==> config.mk <==
export PLATFORM = sky130hd
export DESIGN_NAME = burst_readout_seq
export DESIGN_NICKNAME = d
export VERILOG_FILES = /design/src/rtl/brs_pkg.sv /design/src/rtl/brs_timestamp.sv /design/src/rtl/brs_control.sv /design/src/rtl/brs_tally.sv /design/src/rtl/burst_readout_seq.sv
export SDC_FILE = /design/constraint.sdc
export NUM_CORES = 1
export LEC_CHECK = 0
export BUFFER_PORTS_ARGS = -buffer_cell sky130_fd_sc_hd__buf_2
export CAP_MARGIN = 15
export CORE_MARGIN = 1.5
export CORE_UTILIZATION = 42
export CTS_CLUSTER_DIAMETER = 80
export DETAILED_ROUTE_END_ITERATION = 7
export GPL_TIMING_DRIVEN = 0
export PLACE_DENSITY = 0.71
export SYNTH_ARGS = -nofsm -noshare
export SYNTH_HDL_FRONTEND = slang
export SYNTH_HIERARCHICAL = 1
export SYNTH_SLANG_ARGS = --single-unit
==> constraint.sdc <==
create_clock -name clk -period 5.5 [get_ports clk]
set_input_delay 0.55 -clock clk [delete_from_list [all_inputs] [get_ports clk]]
set_output_delay 0.55 -clock clk [all_outputs]
set_load 0.05 [all_outputs]
==> src/rtl/brs_pkg.sv <==
// Shared encodings for the burst readout sequencer.
package brs_pkg;
    typedef enum logic [1:0] {
        ST_IDLE   = 2'd0,
        ST_ARMED  = 2'd1,
        ST_TAKING = 2'd2,
        ST_ENDING = 2'd3
    } brs_state_e;

    localparam logic [1:0] TRG_SOB   = 2'b00;
    localparam logic [1:0] TRG_EOB   = 2'b01;
    localparam logic [1:0] TRG_PHYS  = 2'b10;
    localparam logic [1:0] TRG_CALIB = 2'b11;
endpackage

==> src/rtl/brs_timestamp.sv <==
// Free-running timestamp counter.
// Assumes: clr comes from a decoded start command. Rollover is silent.
// wrap_o marks the cycle in which the counter rolls back to zero.
module brs_timestamp #(
    parameter int TS_W = 32
) (
    input  logic            clk,
    input  logic            rst_n,
    input  logic            clr,
    output logic [TS_W-1:0] ts_o,
    output logic            wrap_o
);
    localparam logic [TS_W-1:0] TS_MAX = '1;

    logic [TS_W-1:0] ts_q;

    // Count one per clock; a start command clears the count.
    always_ff @(posedge clk) begin
        if (!rst_n)   ts_q <= '0;
        else if (clr) ts_q <= '0;
        else          ts_q <= ts_q + 1'b1;
    end

    assign ts_o   = ts_q;
    assign wrap_o = !clr && (ts_q == TS_MAX);

    AST_TS_CLEAR: assert property (@(posedge clk) disable iff (!rst_n)
        clr |=> ts_q == '0);
    AST_TS_STEP: assert property (@(posedge clk) disable iff (!rst_n)
        !clr |=> ts_q == $past(ts_q) + 1'b1);
endmodule

==> src/rtl/brs_control.sv <==
// Burst state machine and sticky flags.
// Assumes: at most one trigger and one command per cycle. When both
// arrive together, the trigger is judged against the current state and
// the command decides the next state.
module brs_control
    import brs_pkg::*;
(
    input  logic       clk,
    input  logic       rst_n,
    input  logic       cmd_valid,
    input  logic       cmd_eob,
    input  logic       trig_valid,
    input  logic [1:0] trig_type,
    input  logic       wrap_evt,
    output logic [1:0] state_o,
    output logic       ts_clr,
    output logic       ts_latch,
    output logic       open_burst,
    output logic       serve,
    output logic       drop,
    output logic       close,
    output logic       seq_err_o,
    output logic       wrap_flag_o
);
    brs_state_e st_q, st_d;
    logic       seq_err_q, wrap_q;
    logic       cmd_sob, cmd_end, trg_sob, trg_eob, trg_norm, in_burst;

    // Decode the incoming strobes.
    always_comb begin
        cmd_sob  = cmd_valid && !cmd_eob;
        cmd_end  = cmd_valid &&  cmd_eob;
        trg_sob  = trig_valid && (trig_type == TRG_SOB);
        trg_eob  = trig_valid && (trig_type == TRG_EOB);
        trg_norm = trig_valid && trig_type[1];
        in_burst = (st_q == ST_TAKING) || (st_q == ST_ENDING);
    end

    // Events accepted in the present state.
    always_comb begin
        ts_clr     = cmd_sob;
        ts_latch   = cmd_end  && (st_q == ST_TAKING);
        open_burst = trg_sob  && (st_q == ST_ARMED);
        serve      = trg_norm && (st_q == ST_TAKING);
        drop       = trg_norm && (st_q != ST_TAKING);
        close      = trg_eob  && (st_q == ST_ENDING);
    end

    // Next state; the start command takes priority.
    always_comb begin
        st_d = st_q;
        if (cmd_sob)         st_d = ST_ARMED;
        else if (ts_latch)   st_d = ST_ENDING;
        else if (open_burst) st_d = ST_TAKING;
        else if (close)      st_d = ST_IDLE;
    end

    // State register.
    always_ff @(posedge clk) begin
        if (!rst_n) st_q <= ST_IDLE;
        else        st_q <= st_d;
    end

    // Sticky sequence error for a start command in mid-burst.
    always_ff @(posedge clk) begin
        if (!rst_n)                   seq_err_q <= 1'b0;
        else if (cmd_sob && in_burst) seq_err_q <= 1'b1;
    end

    // Wrap flag: set by a rollover during a burst, cleared by the next opening.
    always_ff @(posedge clk) begin
        if (!rst_n)                    wrap_q <= 1'b0;
        else if (wrap_evt && in_burst) wrap_q <= 1'b1;
        else if (open_burst)           wrap_q <= 1'b0;
    end

    assign state_o     = st_q;
    assign seq_err_o   = seq_err_q;
    assign wrap_flag_o = wrap_q;

    AST_SEQERR_STICKY: assert property (@(posedge clk) disable iff (!rst_n)
        seq_err_q |=> seq_err_q);
    AST_CLOSE_TO_IDLE: assert property (@(posedge clk) disable iff (!rst_n)
        (close && !cmd_sob) |=> st_q == ST_IDLE);
    AST_RESTART_ARMED: assert property (@(posedge clk) disable iff (!rst_n)
        cmd_sob |=> st_q == ST_ARMED);
endmodule

==> src/rtl/brs_tally.sv <==
// Served-trigger and error counters, send strobe and end-of-burst record.
// Assumes: serve, drop, close and open_burst are one-cycle pulses from the
// control FSM, and at most one of serve, drop, close is high per cycle.
module brs_tally #(
    parameter int TS_W  = 32,
    parameter int CNT_W = 16,
    parameter int ERR_W = 8
) (
    input  logic             clk,
    input  logic             rst_n,
    input  logic [TS_W-1:0]  ts,
    input  logic [1:0]       trig_type,
    input  logic             serve,
    input  logic             drop,
    input  logic             ts_latch,
    input  logic             open_burst,
    input  logic             close,
    output logic             send_valid,
    output logic [1:0]       send_type,
    output logic [TS_W-1:0]  send_ts,
    output logic             eob_valid,
    output logic [TS_W-1:0]  eob_ts,
    output logic [CNT_W-1:0] eob_count,
    output logic [ERR_W-1:0] oow_count
);
    localparam logic [CNT_W-1:0] CNT_MAX = '1;
    localparam logic [ERR_W-1:0] ERR_MAX = '1;

    logic [CNT_W-1:0] served_q;
    logic [ERR_W-1:0] oow_q;
    logic [TS_W-1:0]  hold_q;

    // Saturating count of triggers served in the current burst.
    always_ff @(posedge clk) begin
        if (!rst_n)                            served_q <= '0;
        else if (open_burst)                   served_q <= '0;
        else if (serve && served_q != CNT_MAX) served_q <= served_q + 1'b1;
    end

    // Saturating, sticky count of triggers outside the window.
    always_ff @(posedge clk) begin
        if (!rst_n)                        oow_q <= '0;
        else if (drop && oow_q != ERR_MAX) oow_q <= oow_q + 1'b1;
    end

    // Holding register for the timestamp at the end command.
    always_ff @(posedge clk) begin
        if (!rst_n)        hold_q <= '0;
        else if (ts_latch) hold_q <= ts;
    end

    // One-cycle send strobe with the type and timestamp of the trigger.
    always_ff @(posedge clk) begin
        if (!rst_n) begin
            send_valid <= 1'b0;
            send_type  <= '0;
            send_ts    <= '0;
        end else begin
            send_valid <= serve;
            if (serve) begin
                send_type <= trig_type;
                send_ts   <= ts;
            end
        end
    end

    // One-cycle end-of-burst record.
    always_ff @(posedge clk) begin
        if (!rst_n) begin
            eob_valid <= 1'b0;
            eob_ts    <= '0;
            eob_count <= '0;
        end else begin
            eob_valid <= close;
            if (close) begin
                eob_ts    <= hold_q;
                eob_count <= served_q;
            end
        end
    end

    assign oow_count = oow_q;

    AST_OOW_STICKY: assert property (@(posedge clk) disable iff (!rst_n)
        oow_q != '0 |=> oow_q != '0);
    AST_SERVED_SAT: assert property (@(posedge clk) disable iff (!rst_n)
        (served_q == CNT_MAX && !open_burst) |=> served_q == CNT_MAX);
    AST_SEND_EOB_EXCL: assert property (@(posedge clk) disable iff (!rst_n)
        !(send_valid && eob_valid));
endmodule

==> src/rtl/burst_readout_seq.sv <==
// Top of the burst readout sequencer.
// Assumes: the command and trigger strobes are already decoded and are
// synchronous to clk. The payload path is outside this block.
module burst_readout_seq #(
    parameter int TS_W  = 32,
    parameter int CNT_W = 16,
    parameter int ERR_W = 8
) (
    input  logic             clk,
    input  logic             rst_n,
    input  logic             cmd_valid,
    input  logic             cmd_eob,
    input  logic             trig_valid,
    input  logic [1:0]       trig_type,
    output logic [TS_W-1:0]  timestamp,
    output logic             send_valid,
    output logic [1:0]       send_type,
    output logic [TS_W-1:0]  send_ts,
    output logic             eob_valid,
    output logic [TS_W-1:0]  eob_ts,
    output logic [CNT_W-1:0] eob_count,
    output logic [ERR_W-1:0] oow_count,
    output logic [1:0]       state,
    output logic             seq_err,
    output logic             wrap_flag
);
    logic ts_clr, wrap_evt, ts_latch, open_burst, serve, drop, close;

    brs_timestamp #(.TS_W(TS_W)) u_ts (
        .clk    (clk),
        .rst_n  (rst_n),
        .clr    (ts_clr),
        .ts_o   (timestamp),
        .wrap_o (wrap_evt)
    );

    brs_control u_ctl (
        .clk         (clk),
        .rst_n       (rst_n),
        .cmd_valid   (cmd_valid),
        .cmd_eob     (cmd_eob),
        .trig_valid  (trig_valid),
        .trig_type   (trig_type),
        .wrap_evt    (wrap_evt),
        .state_o     (state),
        .ts_clr      (ts_clr),
        .ts_latch    (ts_latch),
        .open_burst  (open_burst),
        .serve       (serve),
        .drop        (drop),
        .close       (close),
        .seq_err_o   (seq_err),
        .wrap_flag_o (wrap_flag)
    );

    brs_tally #(.TS_W(TS_W), .CNT_W(CNT_W), .ERR_W(ERR_W)) u_tally (
        .clk        (clk),
        .rst_n      (rst_n),
        .ts         (timestamp),
        .trig_type  (trig_type),
        .serve      (serve),
        .drop       (drop),
        .ts_latch   (ts_latch),
        .open_burst (open_burst),
        .close      (close),
        .send_valid (send_valid),
        .send_type  (send_type),
        .send_ts    (send_ts),
        .eob_valid  (eob_valid),
        .eob_ts     (eob_ts),
        .eob_count  (eob_count),
        .oow_count  (oow_count)
    );

    AST_SEND_IN_WINDOW: assert property (@(posedge clk) disable iff (!rst_n)
        send_valid |-> $past(state) == 2'd2);
    AST_RECORD_FROM_ENDING: assert property (@(posedge clk) disable iff (!rst_n)
        eob_valid |-> $past(state) == 2'd3);
endmodule

# ---- Word-level counts from Yosys, hierarchy flattened
# Cells that the tools add are included.
dict set report totals {
  reg_bits 176
  latchBits 0
  ram_bits 0
  romBits 0
  inputBits 7
  output_inout_bits 128
  word_cells 56
  mem_count 0
}
dict set report classes {
  n_addsub 3
  mul 0
  n_div 0
  magnitude_cmp 0
  eq_ne 8
  n_shift 0
  mux 6
  bitwise 1
  reduce_logical 24
}
# operator n
set op_table {}
lappend op_table {{$add A32 B1 Y32 const B} 1}
lappend op_table {{$eq A32 B32 Y1 const B} 1}
lappend op_table {{$add A16 B1 Y16 const B} 1}
lappend op_table {{$ne A16 B16 Y1 const B} 1}
lappend op_table {{$logic_and A1 B1 Y1} 15}
lappend op_table {{$add A8 B1 Y8 const B} 1}
lappend op_table {{$ne A8 B8 Y1 const B} 1}
lappend op_table {{$mux W2} 3}
lappend op_table {{$eq A2 B1 Y1 const B} 2}
lappend op_table {{$eq A2 B2 Y1 const B} 2}
lappend op_table {{$reduce_bool A4 Y1} 1}
lappend op_table {{$reduce_or A2 Y1} 2}
lappend op_table {{$mux W1} 3}
lappend op_table {{$reduce_bool A3 Y1} 1}
lappend op_table {{$logic_not A1 Y1} 2}
lappend op_table {{$logic_not A2 Y1} 1}
lappend op_table {{$ne A2 B2 Y1 const B} 1}
lappend op_table {{$reduce_bool A2 Y1} 1}
lappend op_table {{$logic_or A1 B1 Y1} 1}
lappend op_table {{$not A1 Y1} 1}

# ---- Logic depth before layout (Yosys ltp)
dict set report depth {
  depth_word 7
  mapped_depth 8
  depth_no_buf 6
}

# ---- Modules after synthesis
# The synthesis kept the hierarchy.
# module n_inst cells_per_inst area_per_inst_um2 seq_area_each_um2
set modules_own_cells {}
lappend modules_own_cells {brs_tally 1 518 5248.8 2802.7}
lappend modules_own_cells {brs_timestamp 1 178 1526.5 640.6}
lappend modules_own_cells {brs_control 1 31 236.5 80.1}

# ---- Least setup slack after synthesis
# Ideal clock, no wire load.
dict set report synth_timing {
  kind {register to register}
  startpoint {register u_ts.ts_q[0] (netlist: u_ts/ts_o[0])}
  endpoint {register u_ts.ts_q[30] (netlist: u_ts/ts_o[30])}
  setup_time_ns 0.070
  t_arrival_ns 2.398
  setup_slack_ns 3.032
  path_stages_with_launch 7
  cell_sequence {dfxtp_1 -> ha_1 -> nand4_4 -> or3_4 -> buf_6 -> or4_1 -> a21oi_1}
}
dict set report synth_via {
  elab_chain_cells 1
}
# item line_no
set synth_lines {}
lappend synth_lines {{start: declaration} brs_timestamp.sv:15} ;# logic [TS_W-1:0] ts_q;
lappend synth_lines {{start signal: assignment} brs_timestamp.sv:21} ;# else ts_q <= ts_q + 1'b1;
lappend synth_lines {{$add A32 B1 Y32} brs_timestamp.sv:21}
# Every way passes these cells.
# A chain may end at the register's enable or synchronous reset.

# ---- Worst setup path in the final report
dict set report layout_timing {
  startpoint {register u_ctl.st_q[1] (netlist: u_ctl/state_o[1])}
  endpoint {register u_tally.send_type[0]}
}
dict set report layout_via {
  elab_chain_cells 2
}
# item line_no
set layout_lines {}
lappend layout_lines {{start: declaration} brs_control.sv:25} ;# brs_state_e st_q, st_d;
lappend layout_lines {{start signal: assignment} brs_control.sv:61} ;# else st_q <= st_d;
lappend layout_lines {{$eq A2 B2 Y1} brs_control.sv:44} ;# serve = trg_norm && (st_q == ST_TAKING);
lappend layout_lines {{$logic_and A1 B1 Y1} brs_control.sv:44}
lappend layout_lines {{named net serve} burst_readout_seq.sv:27} ;# logic ts_clr, wrap_evt, ts_latch, open_burst, serve, drop, close;
lappend layout_lines {{end signal: assignment} brs_tally.sv:61} ;# send_type <= trig_type;
lappend layout_lines {{end: declaration} brs_tally.sv:19} ;# output logic [1:0] send_type,
# The timed path passes the listed nets, and every way through them passes these cells.

==> impl_metrics.json <==
{
  "antenna_found_initial": 0,
  "status": "completed",
  "start_kind": "flip-flop",
  "clk_latency_ns": 0.42,
  "endpoint_kind": "flip-flop",
  "drive_above_1_share_pct": 20.7,
  "fillCellCount": 1565,
  "synth_common_cells": "176 x dfxtp_1, 150 x nor2_1, 117 x mux2i_1",
  "syn_nets": 737,
  "fin_crit_ns": 2.51,
  "post_cts_resize_count": 0,
  "rsz0062_at_grt": "false",
  "worst_slew_pin_slew_ns": 0.801,
  "grt_pass1_vias": 5269,
  "htree_levels": 4,
  "multiInputGateArea_sq_um": 3260,
  "vias": 5651,
  "core_sq_um": 16500,
  "syn_inst": 727,
  "fin_cells": 1112,
  "ff_latch_area_sq_um": 3520,
  "synthDominantCellAreaShare_pct": 50.2,
  "synthArstFlopShare_pct": 0,
  "cts_tree": "built",
  "num_rows": 47,
  "fin_tns_setup_ns": 0,
  "yosys_register_bits": 176,
  "grt_first_pass_wirelength_mm": 27.0,
  "ctsHoldBuffers": 0,
  "powerDensity_nw_per_um2": 294,
  "nNetsFinal": 890,
  "finalSetupViolCount": 0,
  "regToRegSetupSlack_ns": 2.99,
  "drt_first_pass_iters": 4,
  "grt_start_max_net_pins": 17,
  "gp_congestion": 0.836,
  "max_cap_violations": 0,
  "ir_drop_mv": 0.216,
  "r2r_start": "u_ctl/state_o[1]",
  "avgSynthCellArea_sq_um": 9.64,
  "crit_fanout": 10,
  "ys_types": 52,
  "hp-start": "trig_type[1]",
  "fmax_ghz": 0.398,
  "die_w_microns": 132,
  "die-height_microns": 132,
  "synth_edf_count": 0,
  "cts.sinks": 176,
  "wl_mm": 16.7,
  "period_share_pct": 45.6,
  "hold_path.class": "primary input to flip-flop",
  "final_area_sq_um": 8530,
  "hpwl_mm": 11.8,
  "clk_pin_slew_ns": 0.07,
  "crit_required_ns": 5.78,
  "min_to": "u_tally/send_type[1]",
  "setup_ws_ns": 2.99,
  "grt-ovfl-total": 0,
  "initial_utilization_pct": 42.6,
  "syn_area_sq_um": 7010,
  "viasPerCell": 5.08,
  "r2r-end": "u_tally/send_type[0]",
  "area_growth_pct": 21.6,
  "ys.flop_type": "dfxtp_1",
  "synth_warnings": 6,
  "root_buffer": "clkbuf_16",
  "finalClockSkew_ns": 0.0142,
  "io_pins": 135,
  "portBuffers": 134,
  "total_power_uw": 2510,
  "worst-endpoint-arrival_ns": 2.79,
  "min_path_cells": 3,
  "synth_top_area_cell": "dfxtp_1",
  "routedWlPerCell_microns": 15.0,
  "diodes": 0,
  "synthTopCellsByArea": "dfxtp_1 50%, mux2i_1 17%, nor2_1 8.0%",
  "grt_use_total_pct": 19.2,
  "die_area_sq_um": 17500,
  "dp.cells": 1081,
  "hold_viol_final": 0,
  "synth_sequential_area_ratio_pct": 50.2,
  "ant_nets": 0,
  "cts_buffers": 17,
  "slew_violations": 0,
  "p_leak_uw": 0.00329,
  "reg2reg_depth": 7,
  "cts_buffer_depth": 2,
  "dp_worst_setup_slack_ns": 2.74,
  "slew-limit-headroom_pct": 46.6,
  "placed_area_sq_um": 7960,
  "crit_type": "flip-flop to flip-flop",
  "drc": 0,
  "synthMostInstantiatedCell": "dfxtp_1",
  "drtIter0Drc": 332,
  "cts_setup_buffers": 0
}
state kept, by name (all words and copies together), names as in the netlist:
register and count:
u_tally/served_q 16, u_ctl/seq_err_o 1, u_tally/send_type 2, u_ts/ts_o 32, u_ctl/state_o 2, u_tally/hold_q 32, u_tally/eob_count 16, u_tally/eob_valid 1
u_tally/oow_count 8, u_tally/send_valid 1, u_tally/send_ts 32, u_tally/eob_ts 32, u_ctl/wrap_flag_o 1
worst max path at each step:
stage / startpoint / endpoint / slack (ns)
finish: u_ctl/state_o[1] / u_tally/send_type[0] / 2.99
CTS: u_ctl/state_o[1] / u_tally/send_type[0] / 2.93
global route: u_ctl/state_o[1] / u_tally/send_ts[26] / 2.73
global placement: trig_type[1] / u_tally/send_type[0] / 2.77
floorplan: u_ts/ts_o[0] / u_ts/ts_o[30] / 3.03
detailed placement: trig_type[1] / u_tally/send_ts[25] / 2.74
cell usage in the layout (no fill, tap or decap), types with 3 or more instances in the layout:
| master | netlist | layout |
|---|---|---|
| buf_1 | 7 | 7 |
| nand2b_1 | 3 | 3 |
| nor3_1 | 9 | 9 |
| or4_1 | 17 | 17 |
| o21ai_0 | 13 | 13 |
| o41ai_1 | 3 | 3 |
| a21oi_1 | 28 | 28 |
| nor4_1 | 8 | 8 |
| nand4_1 | 14 | 14 |
| nor2_1 | 150 | 150 |
| o211ai_1 | 3 | 3 |
| clkinv_2 | 0 | 3 |
| ha_1 | 3 | 3 |
| clkbuf_16 | 0 | 17 |
| and3_1 | 9 | 9 |
| and4_1 | 5 | 5 |
| dfxtp_1 | 176 | 176 |
| o31ai_1 | 15 | 15 |
| clkinvlp_4 | 0 | 4 |
| nand3_1 | 15 | 15 |
| clkbuf_1 | 22 | 23 |
| xnor2_1 | 12 | 12 |
| nand2_1 | 29 | 29 |
| and2_1 | 5 | 5 |
| nor2b_1 | 4 | 4 |
| or3_1 | 7 | 7 |
| buf_6 | 3 | 3 |
| inv_1 | 11 | 11 |
| xor2_1 | 7 | 7 |
| buf_2 | 5 | 139 |
| mux2i_1 | 117 | 117 |
per-stage QoR:
| stage | utilization [%] | hold slack [ns] |
|---|---|---|
| 3_3_place_gp | 48.3 | 0.469 |
| 6_report | 51.8 | 0.428 |
| 2_1_floorplan | - | 0.460 |
| 3_5_place_dp | 48.3 | 0.473 |
| 5_1_grt | 51.8 | 0.465 |
| 4_1_cts | 51.8 | 0.402 |
cell type report:
class                   instances  share of cell area (%)
flip-flops and latches        176                    41.3
plain buffers                  39                    2.11
well taps                     220                    3.23
inverters                      12                   0.528
multi-input cells             500                    38.3
repair buffers                134                    7.86
clock inverters                13                    1.64
clock buffers                  18                    5.03
report_power, final:
part / switching [uW] / total, uW / leakage (uW) / internal [uW]
Sequential: 4.77 / 1280 / 0.00142 / 1280
Clock: 498 / 1170 / 0.000269 / 667
Combinational: 48.5 / 62.8 / 0.00161 / 14.3
Total: 551 / 2510 / 0.00329 / 1960
routing by layer:
layer  GRT usage [%]  vias to the layer above  routed length, microns
li1                -                     2859                       -
met1            25.2                     2650                    7880
met2            31.9                      134                    7820
met3            4.42                        8                     887
met4            5.25                        0                     140
met5               0                        -                       0
logic make-up after synthesis:
| logic type | after synthesis | synth area share (%) |
|---|---|---|
| buffers and inverters | 51 | 3.21 |
| AND/OR/NAND/NOR | 288 | 20.4 |
| multiplexers | 117 | 16.7 |
| flip-flops | 176 | 50.2 |
| XOR/XNOR | 19 | 2.37 |
| adder cells (fa/ha/maj) | 3 | 0.535 |
| AO/OA/AOI/OAI | 73 | 6.50 |
worst max-delay path, stage by stage, from the launching register on:
cell and delay, ns:
dfxtp_1 0.34, buf_6 0.13, nand2b_1 0.07, nor2_1 0.24, buf_1 0.60, clkbuf_1 0.66
mux2i_1 0.28, nor2_1 0.05
Power figures use the tool's default switching activity.
